--- config.mk ---
export PLATFORM = sky130hd
export DESIGN_NAME = wdt_safe_sel
export DESIGN_NICKNAME = d
export VERILOG_FILES = /design/src/rtl/wdt_fallback_pkg.sv /design/src/rtl/wdt_unit_prescaler.sv /design/src/rtl/wdt_unit_timer.sv /design/src/rtl/wdt_reset_stretch.sv /design/src/rtl/wdt_safe_sel.sv
export SDC_FILE = /design/constraint.sdc
export NUM_CORES = 1
export LEC_CHECK = 0
export ABC_AREA = 1
export CAP_MARGIN = 30
export CORE_MARGIN = 2
export CORE_UTILIZATION = 56
export CTS_CLUSTER_DIAMETER = 100
export DETAILED_ROUTE_END_ITERATION = 7
export PLACE_DENSITY = 0.84
export SKIP_LAST_GASP = 1
export SLEW_MARGIN = 20
export SYNTH_ARGS = -nofsm -noshare
export SYNTH_HDL_FRONTEND = slang
export SYNTH_SLANG_ARGS = --single-unit
--- constraint.sdc ---
create_clock -name clk -period 4.75 [get_ports clk]
set_clock_uncertainty 0.15 [all_clocks]
set_input_delay 0.95 -clock clk [delete_from_list [all_inputs] [get_ports clk]]
set_output_delay 0.95 -clock clk [all_outputs]
set_load 0.02 [all_outputs]
--- src/rtl/wdt_fallback_pkg.sv ---
package wdt_fallback_pkg;

  // Number of ticks before expiry for a programmed unit count.
  function automatic int unsigned expiry_ticks(input int unsigned units,
                                               input int unsigned per_unit);
    return ((units == 0) ? 1 : units) * per_unit;
  endfunction

  // Effective code selection: the safe code overrides while in alarm.
  function automatic logic [4:0] pick_sel(input logic in_alarm,
                                          input logic [4:0] safe,
                                          input logic [4:0] norm);
    return in_alarm ? safe : norm;
  endfunction

endpackage

--- src/rtl/wdt_unit_prescaler.sv ---
module wdt_unit_prescaler #(
  parameter int TICKS_PER_UNIT = 290
) (
  input  logic clk,
  input  logic rst_n,
  input  logic run,
  input  logic restart,
  input  logic tick,
  output logic unit_pulse
);
  localparam int PW = (TICKS_PER_UNIT > 1) ? $clog2(TICKS_PER_UNIT) : 1;
  localparam logic [PW-1:0] LAST = PW'(TICKS_PER_UNIT - 1);

  logic [PW-1:0] pre;
  logic          at_last;

  assign at_last    = (pre == LAST);
  assign unit_pulse = run & ~restart & tick & at_last;

  always_ff @(posedge clk or negedge rst_n) begin
    if (!rst_n)                pre <= '0;
    else if (!run || restart)  pre <= '0;
    else if (tick)             pre <= at_last ? '0 : pre + PW'(1);
  end

  // without a tick the sub-unit count does not move
  p_hold_without_tick_r11: assert property (@(posedge clk) disable iff (!rst_n)
    (run && !restart && !tick) |=> $stable(pre));

endmodule

--- src/rtl/wdt_unit_timer.sv ---
module wdt_unit_timer #(
  parameter int CNT_W = 8
) (
  input  logic             clk,
  input  logic             rst_n,
  input  logic             run,
  input  logic             restart,
  input  logic             unit_pulse,
  input  logic [CNT_W-1:0] units,
  output logic             expired
);
  logic [CNT_W-1:0] remaining;
  logic             last_unit;

  function automatic logic [CNT_W-1:0] step_down(input logic [CNT_W-1:0] v);
    return v - CNT_W'(1);
  endfunction

  assign last_unit = (remaining <= CNT_W'(1));
  assign expired   = unit_pulse & ~restart & last_unit;

  always_ff @(posedge clk or negedge rst_n) begin
    if (!rst_n)                       remaining <= '0;
    else if (restart)                 remaining <= units;
    else if (unit_pulse && !last_unit) remaining <= step_down(remaining);
  end

  // the unit count only moves on a unit boundary
  p_count_only_on_unit_r3: assert property (@(posedge clk) disable iff (!rst_n)
    (run && !restart && !unit_pulse) |=> $stable(remaining));

endmodule

--- src/rtl/wdt_reset_stretch.sv ---
module wdt_reset_stretch #(
  parameter int HOLD_TICKS = 8
) (
  input  logic clk,
  input  logic rst_n,
  input  logic trigger,
  input  logic tick,
  output logic rst_out_n
);
  localparam int RW = $clog2(HOLD_TICKS + 1);

  logic [RW-1:0] hold;

  always_ff @(posedge clk or negedge rst_n) begin
    if (!rst_n)                     hold <= '0;
    else if (trigger)               hold <= RW'(HOLD_TICKS);
    else if (tick && hold != '0)    hold <= hold - RW'(1);
  end

  assign rst_out_n = (hold == '0);

  // any trigger pulls the reset low on the next edge
  p_trigger_low_r8: assert property (@(posedge clk) disable iff (!rst_n)
    trigger |=> !rst_out_n);

  // release only happens after a tick was counted
  p_release_on_tick_r8: assert property (@(posedge clk) disable iff (!rst_n)
    $rose(rst_out_n) |-> $past(tick));

endmodule

--- src/rtl/wdt_safe_sel.sv ---
module wdt_safe_sel
  import wdt_fallback_pkg::*;
#(
  parameter int SEL_W          = 5,
  parameter int CNT_W          = 8,
  parameter int TICKS_PER_UNIT = 290,
  parameter int RST_TICKS      = 8
) (
  input  logic             clk,
  input  logic             rst_n,
  input  logic             tick_ms,
  input  logic             wd_en,
  input  logic [CNT_W-1:0] wd_units,
  input  logic [SEL_W-1:0] safe_code,
  input  logic [SEL_W-1:0] norm_sel,
  input  logic             service,
  input  logic             alarm_clr,
  output logic [SEL_W-1:0] eff_sel,
  output logic             alarm,
  output logic             sys_rst_n
);
  logic             run, run_q, restart;
  logic             unit_pulse, expired;
  logic [SEL_W-1:0] eff_q;
  logic             primed, sel_change, rst_trig;

  assign run     = wd_en & ~alarm;
  assign restart = run & (~run_q | service);

  wdt_unit_prescaler #(.TICKS_PER_UNIT(TICKS_PER_UNIT)) u_pre (
    .clk(clk), .rst_n(rst_n), .run(run), .restart(restart),
    .tick(tick_ms), .unit_pulse(unit_pulse));

  wdt_unit_timer #(.CNT_W(CNT_W)) u_tmr (
    .clk(clk), .rst_n(rst_n), .run(run), .restart(restart),
    .unit_pulse(unit_pulse), .units(wd_units), .expired(expired));

  always_ff @(posedge clk or negedge rst_n) begin
    if (!rst_n) begin
      run_q  <= 1'b0;
      alarm  <= 1'b0;
      eff_q  <= '0;
      primed <= 1'b0;
    end else begin
      run_q  <= run;
      eff_q  <= eff_sel;
      primed <= 1'b1;
      if (!wd_en || alarm_clr) alarm <= 1'b0;
      else if (expired)        alarm <= 1'b1;
    end
  end

  generate
    if (SEL_W == 5) begin : g_pkg_sel
      assign eff_sel = pick_sel(alarm, safe_code, norm_sel);
    end else begin : g_wide_sel
      assign eff_sel = alarm ? safe_code : norm_sel;
    end
  endgenerate

  assign sel_change = primed & (eff_sel != eff_q);
  assign rst_trig   = sel_change | expired;

  wdt_reset_stretch #(.HOLD_TICKS(RST_TICKS)) u_rst (
    .clk(clk), .rst_n(rst_n), .trigger(rst_trig), .tick(tick_ms),
    .rst_out_n(sys_rst_n));

  // alarm can only rise after an expiry event
  p_alarm_from_expiry_r3: assert property (@(posedge clk) disable iff (!rst_n)
    $rose(alarm) |-> $past(expired));

  // a disabled watchdog never expires
  p_disabled_quiet_r2: assert property (@(posedge clk) disable iff (!rst_n)
    !wd_en |-> !expired);

  // disable clears the alarm
  p_disable_clears_r7: assert property (@(posedge clk) disable iff (!rst_n)
    !wd_en |=> !alarm);

  // alarm persists while armed and not cleared
  p_alarm_holds_r7: assert property (@(posedge clk) disable iff (!rst_n)
    (alarm && wd_en && !alarm_clr) |=> alarm);

  // expiry drives the system reset low on the next edge
  p_expiry_resets_r9: assert property (@(posedge clk) disable iff (!rst_n)
    expired |=> !sys_rst_n);

endmodule

==> key figures, run 1 <==
Status
  • Status: finished, final reports clean

Floorplanning
  • Row count: 20
  • Die Width: 60.1 µm
  • Initial Utilization: 0.582
  • Die height: 60.1 µm
  • Core ar.: 3030 µm²
  • I/O pin total: 31
  • Die ar.: roughly 3600 µm²

Logic synthesis
  • YS warnings: 0
  • Syn Nets: 266
  • Synth Register Bits: 29
  • Post-Synthesis Cells: between 200 and 250
  • Netlist area before placement: ~1800 µm²
  • Post-synthesis cell type count: 26
  • Syn avg cell area: 7.43 µm²
  • Register area share after synthesis: 0.412

Layout
  • Post-route cell area: 2130 µm²
  • Share of cells above drive strength 1: 0.0769
  • Area Growth Syn to Fin: 21.0%
  • Filler instances: ~250
  • Most frequent cells in the layout: nand2_1 (70), inv_1 (33), clkdlybuf4s50_1 (30)
  • Fin util: 0.704
  • Nets: around 300
  • Non-filler cells, final: around 320
  • Commonest non-fill, non-tap cell in the layout: nand2_1
  • Area of the multi-input gates: roughly 860 µm²
  • Seq. cell area: around 730 µm²
  • N_diodes: 0

Global route
  • All-Layer GR Usage: 0.211
  • Remaining Overflow, GRT: 0
  • Wire length of the first global-routing pass: ~5700 µm
  • Initial antenna violation count: 0
  • Largest net degree at the start of global routing: 30
  • Vias in the first global route: about 1400

Power and ir drop
  • Final Power: 0.607 mW
  • Peak supply drop: 186 µV
  • Power per cell area: around 280 nW/µm²
  • Leak pwr: just over 1 nW

Timing
  • Post-route setup TNS: 0 ps
  • Hold WS: roughly 370 ps
  • RSZ-0062 raised after global routing: false
  • Fmax: ~290 MHz
  • Final Hold Fails: 0
  • Final setup viols: 0
  • Fin crit share: 0.737
  • Fin. max-slew vios: 0
  • Worst-margin pin slew: 521 ps
  • Slew HR: 0.653
  • Setup WS post-layout: roughly 1200 ps
  • Fin crit period: about 3500 ps

Worst setup path
  • Critical Path Source Type: input pin
  • R2r endpoint: u_tmr.remaining[3]
  • Worst path max stage delay: around 670 ps
  • Reg2Reg Launch Point: u_tmr.remaining[0]
  • CP max FO: 3
  • Critical Path End Type: output port
  • Worst-path cell chain: clkdlybuf4s50_1, inv_1, o21ai_0, clkdlybuf4s50_1
  • Data arrival, critical path: 2400 ps
  • CP most frequent cell: clkdlybuf4s50_1
  • Flop2flop setup slack: between 2000 and 3000 ps
  • Worst-case reg-to-reg path depth: 9
  • CP required: about 3700 ps
  • WS Path Type: input pin to output port
  • Critical-path top delay cell: clkdlybuf4s50_1

CTS
  • H-tree depth: 2
  • # clock sinks: 29
  • Worst-path clk slew: 90 ps
  • Post-CTS setup buffer count: 0
  • Clk_lat worst skew: between 300 and 400 ps
  • CTS root buf: clkbuf_4
  • Num CTS Buffers: 5
  • Post-CTS sizing: 0
  • Post-CTS Hold Fix Bufs: 0
  • Max clock buf depth: 2
  • CTS tree: done

Detailed routing
  • Initial DRC Count: 46
  • DRC violation count after routing: 0
  • Final wirelength: between 3000 and 4000 µm
  • Vias per cell: approximately 5
  • Vias: 1545
  • Wire per inst: between 10 and 15 µm
  • Drt pass-1 iters: 4
  • Routed Antenna Nets: 0

Place
  • Placed insts: roughly 300
  • Placed cell areas: between 2000 and 2500 µm²
  • Port bufs: 30
  • Pre-CTS WS: approximately 1200 ps
  • Final HPWL DP: about 2600 µm
  • Gpl congestion: between 0.8 and 0.9

Hold path
  • Hold Path Class: flip-flop to flip-flop
  • Hold Crit Depth: 2
  • Hold Path Origin: primed
  • Hold endpoint: u_rst.hold[3]

Flow run
  • Max-cap viol count: 0
Yosys cell counts (all sizes together):
| master | count | area share |
|---|---|---|
| nor2 | 26 | 0.069 |
| a31oi | 1 | 0.0036 |
| ha | 5 | 0.036 |
| conb | 1 | 0.0021 |
| inv | 35 | 0.075 |
| nand3b | 3 | 0.013 |
| o21ai | 22 | 0.073 |
| a21oi | 1 | 0.0028 |
| dfrtp | 29 | 0.41 |
| or2 | 2 | 0.0071 |
| xor2 | 3 | 0.015 |
| buf | 3 | 0.024 |
| nand2 | 74 | 0.17 |
| o22ai | 5 | 0.018 |
| nand3 | 24 | 0.071 |
| nand4 | 3 | 0.011 |
cells by family after synthesis:
group / after synthesis / synth area share
AO/OA/AOI/OAI: 29 / 0.0973
XOR/XNOR: 3 / 0.0149
adder cells (fa/ha/maj): 5 / 0.0355
buffers and inverters: 38 / 0.0987
flip-flops: 29 / 0.412
other: 1 / 0.00213
AND/OR/NAND/NOR: 132 / 0.339
report_power, final:
group / internal, mW / switching [mW] / leakage [nW]
registers: 0.274 / 0.0190 / 0.370
clock network: 0.0589 / 0.0791 / 0.0265
logic: 0.0767 / 0.0988 / 0.618
total: 0.410 / 0.197 / 1.01
worst max-delay path, delay by kind of cell:
kind                   cells  cell delay, ps
AO/OA/AOI/OAI              1             260
buffers and inverters      3            1190
metal layers:
| metal | vias up | share of wire | track usage |
|---|---|---|---|
| li1 | 822 | - | - |
| met4 | 0 | 0.0081 | 0.0857 |
| met5 | - | 0 | 0 |
| met2 | 19 | 0.49 | 0.363 |
| met3 | 2 | 0.029 | 0.0519 |
| met1 | 702 | 0.47 | 0.251 |
state kept, by name, summed over array words and instances (netlist names):
| name | count |
|---|---|
| u_rst.hold | 4 |
| primed | 1 |
| run_q | 1 |
| u_pre.pre | 9 |
| u_tmr.remaining | 8 |
| alarm | 1 |
| eff_q | 5 |
final cells by class:
class                           count  area share
Clock buffer                        8      0.0229
Inverter                           35      0.0617
Multi-Input combinational cell    170       0.405
Sequential cell                    29       0.341
Tap cell                           44      0.0258
Timing Repair Buffer               31       0.144
how the worst max path moves through the flow:
stage | to | start | slack, ps
3_5_place_dp | eff_sel[3] | norm_sel[3] | 1250
2_1_floorplan | eff_sel[3] | norm_sel[3] | 2120
6_report | eff_sel[3] | norm_sel[3] | 1250
3_3_place_gp | eff_sel[3] | norm_sel[3] | 1270
5_1_grt | eff_sel[3] | norm_sel[3] | 1130
4_1_cts | eff_sel[3] | norm_sel[3] | 1250
(Power assumes the default switching activity.)
==> run 2, diff against run 1 <==
- CORE_UTILIZATION: 56 -> 47
- PLACE_DENSITY: 0.84 -> 0.75
- clock period: 4.75 -> 3.21 ns (I/O delays scaled with it)
==> run 2 against run 1 <==
Worst setup slack worse by 940 ps. Sequential cell count unchanged. Wire length up 3.7%. Count of clock-buffer cells in the layout fell by 1. Power increased by 64%. Combinational power up 47%. Register-to-register slack worse by 1500 ps. Design area rose by 2.0%. Cell count up 0.95%. First-iteration DRC count is 67% higher. Critical endpoint unchanged.
==> key figures, run 2 (same netlist as run 1, synthesis figures left out) <==
Worst setup path
  • CP max FO: 3
  • Critical-path top delay cell: clkdlybuf4s50_1
  • Reg2Reg Launch Point: u_tmr.remaining[0]
  • Worst-path cell chain: clkdlybuf4s50_1, inv_1, o21ai_0, clkdlybuf4s50_1
  • Worst-case reg-to-reg path depth: 9
  • Flop2flop setup slack: ~1500 ps
  • Worst path max stage delay: around 670 ps
  • CP most frequent cell: clkdlybuf4s50_1
  • Critical Path End Type: output port
  • CP required: approximately 2400 ps
  • Critical Path Source Type: input pin
  • Data arrival, critical path: around 2100 ps
  • R2r endpoint: u_tmr.remaining[3]
  • WS Path Type: input pin to output port

Timing
  • RSZ-0062 raised after global routing: false
  • Final setup viols: 0
  • Fin. max-slew vios: 0
  • Post-route setup TNS: 0 ps
  • Setup WS post-layout: between 300 and 400 ps
  • Final Hold Fails: 0
  • Hold WS: around 380 ps
  • Fin crit period: approximately 2900 ps
  • Slew HR: 0.660
  • Worst-margin pin slew: between 500 and 600 ps
  • Fmax: roughly 350 MHz
  • Fin crit share: 0.903

Layout
  • Non-filler cells, final: 320
  • N_diodes: 0
  • Area Growth Syn to Fin: 23.4%
  • Max reg flops: 9
  • Largest regs: u_pre.pre (9), u_tmr.remaining (8), eff_q (5)
  • Nets: 301
  • Top reg by flops: u_pre.pre
  • Commonest non-fill, non-tap cell in the layout: nand2_1
  • Filler instances: approximately 350
  • Post-route cell area: between 2000 and 2500 µm²
  • Most frequent cells in the layout: nand2_1 (70), inv_1 (33), clkdlybuf4s50_1 (30)
  • Share of cells above drive strength 1: 0.0809
  • Fin util: 0.598

Place
  • Placed cell areas: around 2100 µm²
  • Pre-CTS WS: between 300 and 400 ps
  • Final HPWL DP: between 2000 and 3000 µm
  • Gpl congestion: 0.848
  • Placed insts: 313
  • Port bufs: 30

CTS
  • Num CTS Buffers: 5
  • Max clock buf depth: 2
  • Worst-path clk slew: 50 ps
  • # clock sinks: 29
  • Post-CTS setup buffer count: 0
  • Clk_lat worst skew: roughly 280 ps
  • CTS root buf: clkbuf_8
  • CTS tree: done
  • Post-CTS sizing: 0
  • H-tree depth: 2
  • Post-CTS Hold Fix Bufs: 0

Global route
  • Initial antenna violation count: 0
  • All-Layer GR Usage: 0.189
  • Wire length of the first global-routing pass: between 6000 and 7000 µm
  • Remaining Overflow, GRT: 0
  • Vias in the first global route: 1452
  • Largest net degree at the start of global routing: 30

Power and ir drop
  • Final Power: roughly 1.0 mW
  • Peak supply drop: around 330 µV
  • Leak pwr: 1.03 nW
  • Power per cell area: 458 nW/µm²

Floorplanning
  • Die ar.: about 4300 µm²
  • Core ar.: about 3600 µm²
  • I/O pin total: 31
  • Initial Utilization: 0.485
  • Die height: ~65 µm
  • Row count: 22
  • Die Width: 65.2 µm

Detailed routing
  • Routed Antenna Nets: 0
  • Wire per inst: approximately 11 µm
  • Vias: around 1600
  • DRC violation count after routing: 0
  • Drt pass-1 iters: 4
  • Initial DRC Count: 77
  • Final wirelength: 3450 µm
  • Vias per cell: between 4 and 5

Flow run
  • Max-cap viol count: 0

Hold path
  • Hold Path Origin: primed
  • Hold endpoint: u_rst.hold[3]
  • Hold Path Class: flip-flop to flip-flop
  • Hold Crit Depth: 2

Status
  • Status: finished, final reports clean
-- run 2: cell types whose count changed in the layout (fill, tap and decap cells not counted), sizes merged --
| cell | previous run | this run |
|---|---|---|
| clkbuf | 8 | 7 |
-- run 2: worst max-delay path: cells and delay by family --
| family | cells | cell delay, ps |
|---|---|---|
| AO/OA/AOI/OAI | 1 | 270 |
| buffers and inverters | 3 | 1200 |
-- run 2: how the worst max path moves through the flow --
stage,cells after the start,slack [ps],from,to
5_1_grt,4,220,norm_sel[3],eff_sel[3]
3_5_place_dp,4,300,norm_sel[3],eff_sel[3]
4_1_cts,4,300,norm_sel[3],eff_sel[3]
3_3_place_gp,4,340,norm_sel[3],eff_sel[3]
2_1_floorplan,2,1190,norm_sel[3],eff_sel[3]
6_report,4,310,norm_sel[3],eff_sel[3]
-- run 2: routing by layer --
layer | share of wire | track usage
met5 | 0 | 0
met4 | 0.015 | 0.0703
met3 | 0.037 | 0.0634
met2 | 0.46 | 0.298
met1 | 0.48 | 0.241
-- run 2: area by class of cell --
class | count | area [µm²] | share of cell area
clock buffer | 7 | 86.3 | 0.0397
inverter | 35 | 131 | 0.0604
sequential | 29 | 726 | 0.334
timing repair buffer | 31 | 308 | 0.142
tap | 48 | 60.1 | 0.0276
multi-input combinational | 170 | 862 | 0.397
-- run 2: power breakdown --
group	switching (mW)	total [mW]	internal [mW]
clock	0.132	0.301	0.170
sequential	0.0291	0.436	0.407
combinational	0.145	0.259	0.114
